### config.mk
export PLATFORM = sky130hd
export DESIGN_NAME = precise_trap_ctrl
export DESIGN_NICKNAME = d
export VERILOG_FILES = /design/src/rtl/trap_pkg.sv /design/src/rtl/trap_fetch.sv /design/src/rtl/trap_stage_regs.sv /design/src/rtl/trap_arbiter.sv /design/src/rtl/trap_capture.sv /design/src/rtl/precise_trap_ctrl.sv
export SDC_FILE = /design/constraint.sdc
export NUM_CORES = 1
export LEC_CHECK = 0
export BUFFER_PORTS_ARGS = -buffer_cell sky130_fd_sc_hd__buf_2
export CELL_PAD_IN_SITES_DETAIL_PLACEMENT = 2
export CELL_PAD_IN_SITES_GLOBAL_PLACEMENT = 2
export CORE_AREA = 2 2 205 207
export CTS_BUF_LIST = sky130_fd_sc_hd__clkbuf_8 sky130_fd_sc_hd__clkbuf_16
export DETAILED_ROUTE_END_ITERATION = 12
export DIE_AREA = 0 0 207 209
export HOLD_SLACK_MARGIN = 0.15
export PLACE_DENSITY = 0.76
export SYNTH_ARGS = -nofsm -noshare
export SYNTH_HDL_FRONTEND = slang
export SYNTH_SLANG_ARGS = --single-unit
### constraint.sdc
create_clock -name clk -period 1.6 [get_ports clk]
set_clock_uncertainty 0.1 [all_clocks]
set_input_delay 0 -clock clk [delete_from_list [all_inputs] [get_ports clk]]
set_output_delay 0 -clock clk [all_outputs]
set_load 0.01 [all_outputs]
### src/rtl/trap_pkg.sv
package trap_pkg;
    parameter int unsigned PC_W    = 32;
    parameter int unsigned INSN_W  = 32;
    parameter int unsigned CAUSE_W = 4;
    parameter int unsigned PC_STEP = 4;

    // pipeline slots after fetch, youngest first
    localparam int unsigned NSTAGE = 4;
    localparam int unsigned ST_ID  = 0;
    localparam int unsigned ST_EX  = 1;
    localparam int unsigned ST_MEM = 2;
    localparam int unsigned ST_WB  = 3;

    typedef struct packed {
        logic              valid;
        logic [PC_W-1:0]   pc;
        logic [INSN_W-1:0] insn;
    } slot_t;

    typedef enum logic [1:0] {
        SRC_NONE = 2'd0,
        SRC_EX   = 2'd1,
        SRC_MEM  = 2'd2
    } trap_src_e;

    function automatic logic [PC_W-1:0] seq_pc(input logic [PC_W-1:0] pc);
        return pc + PC_W'(PC_STEP);
    endfunction
endpackage

### src/rtl/trap_fetch.sv
module trap_fetch
    import trap_pkg::*;
#(
    parameter logic [PC_W-1:0] RESET_VEC   = '0,
    parameter logic [PC_W-1:0] HANDLER_VEC = PC_W'(32'h100)
) (
    input  logic            clk,
    input  logic            rst,
    input  logic            redirect,
    output logic [PC_W-1:0] pc_q
);
    always_ff @(posedge clk) begin
        if (rst)           pc_q <= RESET_VEC;
        else if (redirect) pc_q <= HANDLER_VEC;
        else               pc_q <= seq_pc(pc_q);
    end
endmodule

### src/rtl/trap_stage_regs.sv
module trap_stage_regs
    import trap_pkg::*;
(
    input  logic              clk,
    input  logic              rst,
    input  slot_t             fetch_slot,
    input  logic [NSTAGE-1:0] squash,
    output slot_t             id_o,
    output slot_t             ex_o,
    output slot_t             mem_o,
    output slot_t             wb_o
);
    slot_t stage_q [NSTAGE];

    for (genvar i = 0; i < NSTAGE; i++) begin : g_st
        slot_t src;
        slot_t q;
        if (i == 0) begin : g_head
            assign src = fetch_slot;
        end else begin : g_body
            assign src = stage_q[i-1];
        end
        always_ff @(posedge clk) begin
            if (rst) begin
                q <= '0;
            end else begin
                q <= src;
                if (squash[i]) q.valid <= 1'b0;
            end
        end
        assign stage_q[i] = q;
    end

    assign id_o  = stage_q[ST_ID];
    assign ex_o  = stage_q[ST_EX];
    assign mem_o = stage_q[ST_MEM];
    assign wb_o  = stage_q[ST_WB];
endmodule

### src/rtl/trap_arbiter.sv
module trap_arbiter
    import trap_pkg::*;
(
    input  slot_t              ex_slot,
    input  slot_t              mem_slot,
    input  logic               ex_fault,
    input  logic               mem_fault,
    input  logic [CAUSE_W-1:0] ex_cause,
    input  logic [CAUSE_W-1:0] mem_cause,
    output logic               take,
    output slot_t              trap_slot,
    output logic [CAUSE_W-1:0] trap_cause,
    output logic [NSTAGE-1:0]  squash
);
    trap_src_e src;
    int unsigned kill_upto;

    always_comb begin
        src        = SRC_NONE;
        trap_slot  = '0;
        trap_cause = '0;
        kill_upto  = 0;
        // oldest faulting instruction wins
        if (mem_slot.valid && mem_fault) begin
            src        = SRC_MEM;
            trap_slot  = mem_slot;
            trap_cause = mem_cause;
            kill_upto  = ST_MEM + 1;
        end else if (ex_slot.valid && ex_fault) begin
            src        = SRC_EX;
            trap_slot  = ex_slot;
            trap_cause = ex_cause;
            kill_upto  = ST_EX + 1;
        end
        take = (src != SRC_NONE);
        for (int i = 0; i < NSTAGE; i++) begin
            squash[i] = take && (i <= kill_upto);
        end
    end
endmodule

### src/rtl/trap_capture.sv
module trap_capture
    import trap_pkg::*;
(
    input  logic               clk,
    input  logic               rst,
    input  logic               take,
    input  slot_t              trap_slot,
    input  logic [CAUSE_W-1:0] trap_cause,
    input  logic               ack,
    output logic               pending,
    output logic [PC_W-1:0]    epc_q,
    output logic [INSN_W-1:0]  einsn_q,
    output logic [CAUSE_W-1:0] ecause_q
);
    always_ff @(posedge clk) begin
        if (rst) begin
            pending  <= 1'b0;
            epc_q    <= '0;
            einsn_q  <= '0;
            ecause_q <= '0;
        end else if (take && !pending) begin
            pending  <= 1'b1;
            epc_q    <= trap_slot.pc;
            einsn_q  <= trap_slot.insn;
            ecause_q <= trap_cause;
        end else if (ack) begin
            pending  <= 1'b0;
        end
    end
endmodule

### src/rtl/precise_trap_ctrl.sv
module precise_trap_ctrl
    import trap_pkg::*;
#(
    parameter logic [PC_W-1:0] RESET_VEC   = '0,
    parameter logic [PC_W-1:0] HANDLER_VEC = PC_W'(32'h100)
) (
    input  logic               clk,
    input  logic               rst,
    input  logic [INSN_W-1:0]  fetch_insn,
    input  logic               ex_fault,
    input  logic [CAUSE_W-1:0] ex_cause,
    input  logic               mem_fault,
    input  logic [CAUSE_W-1:0] mem_cause,
    input  logic               trap_ack,
    output logic [PC_W-1:0]    fetch_pc,
    output logic               ex_valid,
    output logic [PC_W-1:0]    ex_pc,
    output logic [INSN_W-1:0]  ex_insn,
    output logic               mem_valid,
    output logic [PC_W-1:0]    mem_pc,
    output logic               mem_go,
    output logic               rf_we,
    output logic [PC_W-1:0]    rf_pc,
    output logic [INSN_W-1:0]  rf_insn,
    output logic               trap_pending,
    output logic [PC_W-1:0]    epc,
    output logic [INSN_W-1:0]  einsn,
    output logic [CAUSE_W-1:0] ecause
);
    slot_t fetch_slot, id_s, ex_s, mem_s, wb_s, trap_slot;
    logic [NSTAGE-1:0]  squash;
    logic [CAUSE_W-1:0] trap_cause;
    logic take;
    logic id_valid;

    trap_fetch #(.RESET_VEC(RESET_VEC), .HANDLER_VEC(HANDLER_VEC)) u_fetch (
        .clk(clk), .rst(rst), .redirect(take), .pc_q(fetch_pc)
    );

    assign fetch_slot = '{valid: 1'b1, pc: fetch_pc, insn: fetch_insn};

    trap_stage_regs u_pipe (
        .clk(clk), .rst(rst), .fetch_slot(fetch_slot), .squash(squash),
        .id_o(id_s), .ex_o(ex_s), .mem_o(mem_s), .wb_o(wb_s)
    );

    trap_arbiter u_arb (
        .ex_slot(ex_s), .mem_slot(mem_s),
        .ex_fault(ex_fault), .mem_fault(mem_fault),
        .ex_cause(ex_cause), .mem_cause(mem_cause),
        .take(take), .trap_slot(trap_slot), .trap_cause(trap_cause),
        .squash(squash)
    );

    trap_capture u_cap (
        .clk(clk), .rst(rst), .take(take), .trap_slot(trap_slot),
        .trap_cause(trap_cause), .ack(trap_ack), .pending(trap_pending),
        .epc_q(epc), .einsn_q(einsn), .ecause_q(ecause)
    );

    assign id_valid  = id_s.valid;
    assign ex_valid  = ex_s.valid;
    assign ex_pc     = ex_s.pc;
    assign ex_insn   = ex_s.insn;
    assign mem_valid = mem_s.valid;
    assign mem_pc    = mem_s.pc;
    assign mem_go    = mem_s.valid && !mem_fault;
    assign rf_we     = wb_s.valid;
    assign rf_pc     = wb_s.pc;
    assign rf_insn   = wb_s.insn;
endmodule

==> results of run 1 <==
[worst max-delay path: stages (launching register included)]
cell and delay [ns]:
dfxtp_4 0.37, a22oi_2 0.09, nor2_4 0.28, buf_12 0.20, buf_12 0.16, nor2_1 0.07
a311oi_1 0.31
[area by class of cell]
| cell class | instances | share of cell area, % |
|---|---|---|
| multi-input combinational | 649 | 24.3 |
| timing repair buffer | 520 | 22.9 |
| clock buffer | 55 | 7.18 |
| tap | 539 | 3.94 |
| clock inverter | 15 | 0.548 |
| sequential | 349 | 41.0 |
| inverter | 5 | 0.131 |
| antenna | 2 | 0.0292 |
[metrics by stage]
stage | TNS, ns | instance area (um^2) | power (mW) | setup WS, ns
finish | -0.763 | 17100 | 20.0 | -0.133
global route | -2.96 | 17100 | 20.7 | -0.163
detailed placement | -1.76 | 13600 | 10.4 | -0.216
floorplan | -0.130 | 11500 | 9.87 | -0.0242
CTS | -0.785 | 16600 | 20.0 | -0.0949
global placement | -0.894 | 13600 | 10.3 | -0.154
[metal layers]
metal	part of all wire [%]	track usage [%]	up-vias	wire length, um
met1	42	24.1	4958	19700
li1	-	-	4569	-
met5	0	0	-	0
met3	3.9	3.31	115	1870
met4	4.6	10.2	0	2180
met2	50	34.8	289	23700
[synthesized netlist by cell type]
| master | number |
|---|---|
| conb_1 | 1 |
| or3_1 | 6 |
| nand3_2 | 2 |
| xnor2_1 | 5 |
| buf_1 | 8 |
| nor3_1 | 2 |
| and3_1 | 3 |
| nor2_1 | 80 |
| nand2_1 | 77 |
| inv_1 | 5 |
| o31ai_1 | 10 |
| nand4_4 | 1 |
| nand3_1 | 75 |
| or4_1 | 11 |
| a21oi_1 | 18 |
| nor2b_1 | 247 |
| ha_1 | 1 |
| nand4_1 | 7 |
| o211ai_1 | 1 |
| nand2b_1 | 1 |
| buf_2 | 11 |
| o21ai_0 | 6 |
| and2_1 | 5 |
| and4_1 | 6 |
| a311oi_1 | 66 |
| xor2_1 | 6 |
| buf_4 | 41 |
| a22oi_2 | 1 |
| nor2_2 | 1 |
| dfxtp_1 | 349 |
| clkbuf_1 | 60 |
[flip-flops by register name, indices dropped and copies added, names as in the netlist, 4 cells and up]
signal / count
u_cap.epc_q: 30
u_pipe.mem_o: 63
u_fetch.pc_q: 30
u_cap.einsn_q: 32
u_cap.ecause_q: 4
u_pipe.ex_o: 63
u_pipe.id_o: 63
u_pipe.wb_o: 63
[repair_timing]
| action | in CTS | in global routing |
|---|---|---|
| hold endpoints to repair | 341 | 9 |
| endpoints found under the setup margin | 31 | 117 |
| setup buffers | 10 | 4 |
| hold buffers | 138 | 2 |
| cloned | 3 | 10 |
| resized for setup | 22 | 74 |
| pin swaps | 13 | 44 |
[worst paths after layout]
path	from	endpoint	slack, ns	cells after the start
worst min register to register	u_pipe.id_o[64]$_SDFF_PP0_	u_pipe.ex_o[64]$_SDFF_PP0_	0.34	1
worst min-delay path	rst	u_pipe.mem_o[59]$_SDFF_PP0_	0.17	5
worst max-delay path	u_pipe.mem_o[64]$_SDFF_PP0_	u_cap.einsn_q[16]$_SDFFE_PP0P_	-0.13	6
worst max register to register	u_pipe.mem_o[64]$_SDFF_PP0_	u_cap.einsn_q[16]$_SDFFE_PP0P_	-0.13	6
[kinds of logic after synthesis]
group	after synthesis	synth area share [%]
and+or+nand+nor	524	25.0
DFF	349	61.5
adders and majority gates	1	0.110
xor gates and xnor gates	11	0.847
buffers and inverters	125	5.60
other	1	0.0330
AOI/OAI and AO/OA	102	6.98
[power groups by stage]
stage               logic (mW)  clock network (mW)  registers [mW]
CTS                       1.47                9.42            9.09
global placement          1.09                   0            9.25
floorplan                0.533                   0            9.33
finish                    1.65                9.22            9.10
global route              1.76                9.86            9.12
detailed placement        1.13                   0            9.27
==> metrics, run 1 <==
WL final 47.4 mm; via count 9931; P&R area growth vs syn 50.7%; failing checks setup timing; Area contributors post-synth dfxtp_1 61%, nor2b_1 14%, a311oi_1 5.1%, nand3_1 3.3%, buf_4 2.7%; CTS root buffer clkbuf_16; DR DRC count 0; Overflow after GRT 0; final worst setup slack -0.133 ns; H-tree levels 2; warnings from Yosys 0; Crit Path Class reg -> reg; fillers 4367; Pint 15.2 mW; gr usage total 20.1%; DRT Pass-1 Iters 5; crit-path max FO 14; Worst-Skew Late Latency 0.55 ns; sw frac 23.9%; Cells after Synth 1113; Multi-input gate area 0.00416 mm^2; Min Hold Slack 0.174 ns; mean routed wirelength per cell 22.2 um; most frequent cells in the layout 329 x dfxtp_1, 298 x buf_2, 245 x nor2b_1; Static Leak 7.41 nW; number of global-route vias before repair 10900; largest net degree at the start of global routing 104; Gate power share 8.3%; starting density of the core 27.5%; hold crit path type in -> reg; endpoints failing hold 0; Buffers on Ports 299; sequential share of power 45.6%; Net Sw Power 4.78 mW; RSZ-0062 raised after global routing true; CTS tree done; die width 207 um; Worst VDD drop 0.767 mV; first-pass GRT wire length 67.7 mm; die height 209 um; Placeable Area 0.0413 mm^2; Util after Layout 41.5%; share of cells above drive strength 1 34.4%; Yosys top cell area share 61.5%; Max-slew headroom 14.4%; CP Capture Type flop; initial antenna violation count 2; Sink Count 349; num rows 75; Max Clk Rate 0.577 GHz; final std cells w/o fill 2134; Cells after DPL 1905; Mapped Area 0.0114 mm^2; Final Cycle Share 108%; Reg clk slew, reported paths 0.07 ns; Critical Path RT 1.93 ns; IO Count 310; Detailed Route Iter0 Violations 397; Netlist cell types 31; FF/Latch Area 0.00702 mm^2; Slew @ Worst Pin 1.28 ns; sequential cell area fraction in the yosys report 61.5%; area of the die 0.0433 mm^2; Worst EP arrival 2.06 ns; fin crit period 1.73 ns; syn_area_per_cell 10.2 um^2; CP startpoint kind flop; leading area contributor after synthesis dfxtp_1; # nets final 1611; Yosys reg bits 349; TritonCTS Buffers 40; fin. max-slew vios 0; worst-case clock buffer depth 3; gpl congestion 0.785; clock power share 46.2%; commonest non-fill, non-tap cell in the layout dfxtp_1; Max Cap Viol 0; vias per cell 4.65; status complete, but fails checks; hpwl dp 26.4 mm; setup violators final 19; power density over the cells 1170 mW/mm^2; Final ANT Viol Nets 0
Note: power is estimated with default switching activity, not from simulation.
==> run 2: changes to the inputs <==
--- a/config.mk
+++ b/config.mk
@@ -14,6 +14,7 @@
 export DIE_AREA = 0 0 207 209
 export HOLD_SLACK_MARGIN = 0.15
 export PLACE_DENSITY = 0.76
+export RECOVER_POWER = 100
 export SYNTH_ARGS = -nofsm -noshare
 export SYNTH_HDL_FRONTEND = slang
 export SYNTH_SLANG_ARGS = --single-unit
==> metrics, run 2 (synthesis results as in run 1) <==
H-tree levels 2; hpwl dp 26.4 mm; die height 209 um; met3 wire len 1.77 mm; Static Leak 6.38 nW; vias per cell 4.65; Cells after DPL 1905; delay of the slowest critical-path stage 0.37 ns; # nets final 1611; Final Cycle Share 107%; Worst VDD drop 0.729 mV; DRT Pass-1 Iters 4; fillers 4484; FF/Latch Area 0.00702 mm^2; Detailed Route Iter0 Violations 406; Critical Path RT 1.93 ns; die width 207 um; RSZ-0062 raised after global routing true; setup violators final 39; Max-slew headroom 13.7%; total power 19.9 mW; Critical-path top delay cell dfxtp_4; Buffers on Ports 299; gpl congestion 0.785; IO Count 310; DP Area 0.0136 mm^2; final std cells w/o fill 2134; CP startpoint kind flop; Worst EP arrival 2.04 ns; CTS root buffer clkbuf_16; starting density of the core 27.5%; P&R area growth vs syn 47.5%; mean routed wirelength per cell 22.2 um; Placeable Area 0.0413 mm^2; Top Metal Used met4; Setup TNS -1.49 ns; commonest non-fill, non-tap cell in the layout dfxtp_1; Slew @ Worst Pin 1.29 ns; gr usage total 20.1%; crit-path max FO 14; final worst setup slack -0.111 ns; CTS tree done; Sink Count 349; Final ANT Viol Nets 0; crit-path cells a22oi_2 -> nor2_4 -> buf_12 -> buf_12 -> nor2_1 -> a311oi_1; status complete, but fails checks; fin. max-slew vios 0; fin crit period 1.71 ns; via count 9913; first-pass GRT wire length 67.7 mm; number of global-route vias before repair 10900; most used cell, CP buf_12; largest net degree at the start of global routing 104; initial antenna violation count 2; Crit Path Class reg -> reg; power density over the cells 1190 mW/mm^2; area of the die 0.0433 mm^2; DR DRC count 0; post-route cell area 0.0168 mm^2; DP Worst Slack -0.216 ns; failing checks setup timing; Min Hold Slack 0.200 ns; Max Clk Rate 0.585 GHz; Multi-input gate area 0.00416 mm^2; num rows 75; share of cells above drive strength 1 19.5%; Max Cap Viol 0; DRT met1 WL 19.8 mm; Worst-Skew Late Latency 0.55 ns; worst-case clock buffer depth 3; hold crit path type in -> reg; CP Capture Type flop; Util after Layout 40.6%; endpoints failing hold 0; Reg clk slew, reported paths 0.07 ns; Overflow after GRT 0; metal2 WL 23.6 mm; most frequent cells in the layout 329 x dfxtp_1, 246 x nor2b_1, 237 x clkbuf_1; WL final 47.5 mm; TritonCTS Buffers 40
## run 2: changes by cell type in the layout (fill, tap and decap cells not counted), sizes merged
| cell | previous run | this run |
|---|---|---|
| buf | 384 | 140 |
| dlymetal6s4s | 3 | 2 |
| clkbuf | 63 | 308 |
## run 2: layer usage
metal | vias to the layer above | GRT usage, %
met2 | 269 | 34.8
met4 | 0 | 10.2
met3 | 122 | 3.31
met5 | - | 0
met1 | 4961 | 24.1
li1 | 4561 | -
## run 2: cell type report
| cell class | count | share of cell area, % |
|---|---|---|
| Sequential cell | 349 | 41.9 |
| Multi-Input combinational cell | 649 | 24.8 |
| Timing Repair Buffer | 520 | 21.2 |
| Clock buffer | 55 | 7.33 |
| Tap cell | 539 | 4.02 |
| Clock inverter | 15 | 0.560 |
| Inverter | 5 | 0.134 |
| Antenna cell | 2 | 0.0298 |
## run 2: critical path: cells and delay by family, from the launching register on
family / cells / cell delay, ns
AO/OA/AOI/OAI: 2 / 0.38
buffers and inverters: 2 / 0.36
flip-flops: 1 / 0.37
AND/OR/NAND/NOR: 2 / 0.35
## run 2: repair_timing
item,in CTS,in global routing
endpoints found under the hold margin,341,9
gates resized for setup,22,74
endpoints found under the setup margin,31,117
cloned,3,10
setup buffers,10,4
hold buffers,138,2
pin swaps,13,44
## run 2: path summary, 6_finish.rpt
path,from,depth (start not counted),slack [ns],to
min,ex_cause[2],4,0.20,u_cap.ecause_q[2]$_SDFFE_PP0P_
max reg2reg,u_pipe.mem_o[64]$_SDFF_PP0_,6,-0.11,u_cap.einsn_q[16]$_SDFFE_PP0P_
min reg2reg,u_pipe.id_o[64]$_SDFF_PP0_,1,0.34,u_pipe.ex_o[64]$_SDFF_PP0_
max,u_pipe.mem_o[64]$_SDFF_PP0_,6,-0.11,u_cap.einsn_q[16]$_SDFFE_PP0P_
## run 2: where the power goes
group          internal, mW  total (mW)  switching, mW  leakage, nW
registers              8.95        9.11          0.162         2.85
logic                 0.689        1.58          0.894         2.84
clock network          5.50        9.22           3.73        0.691
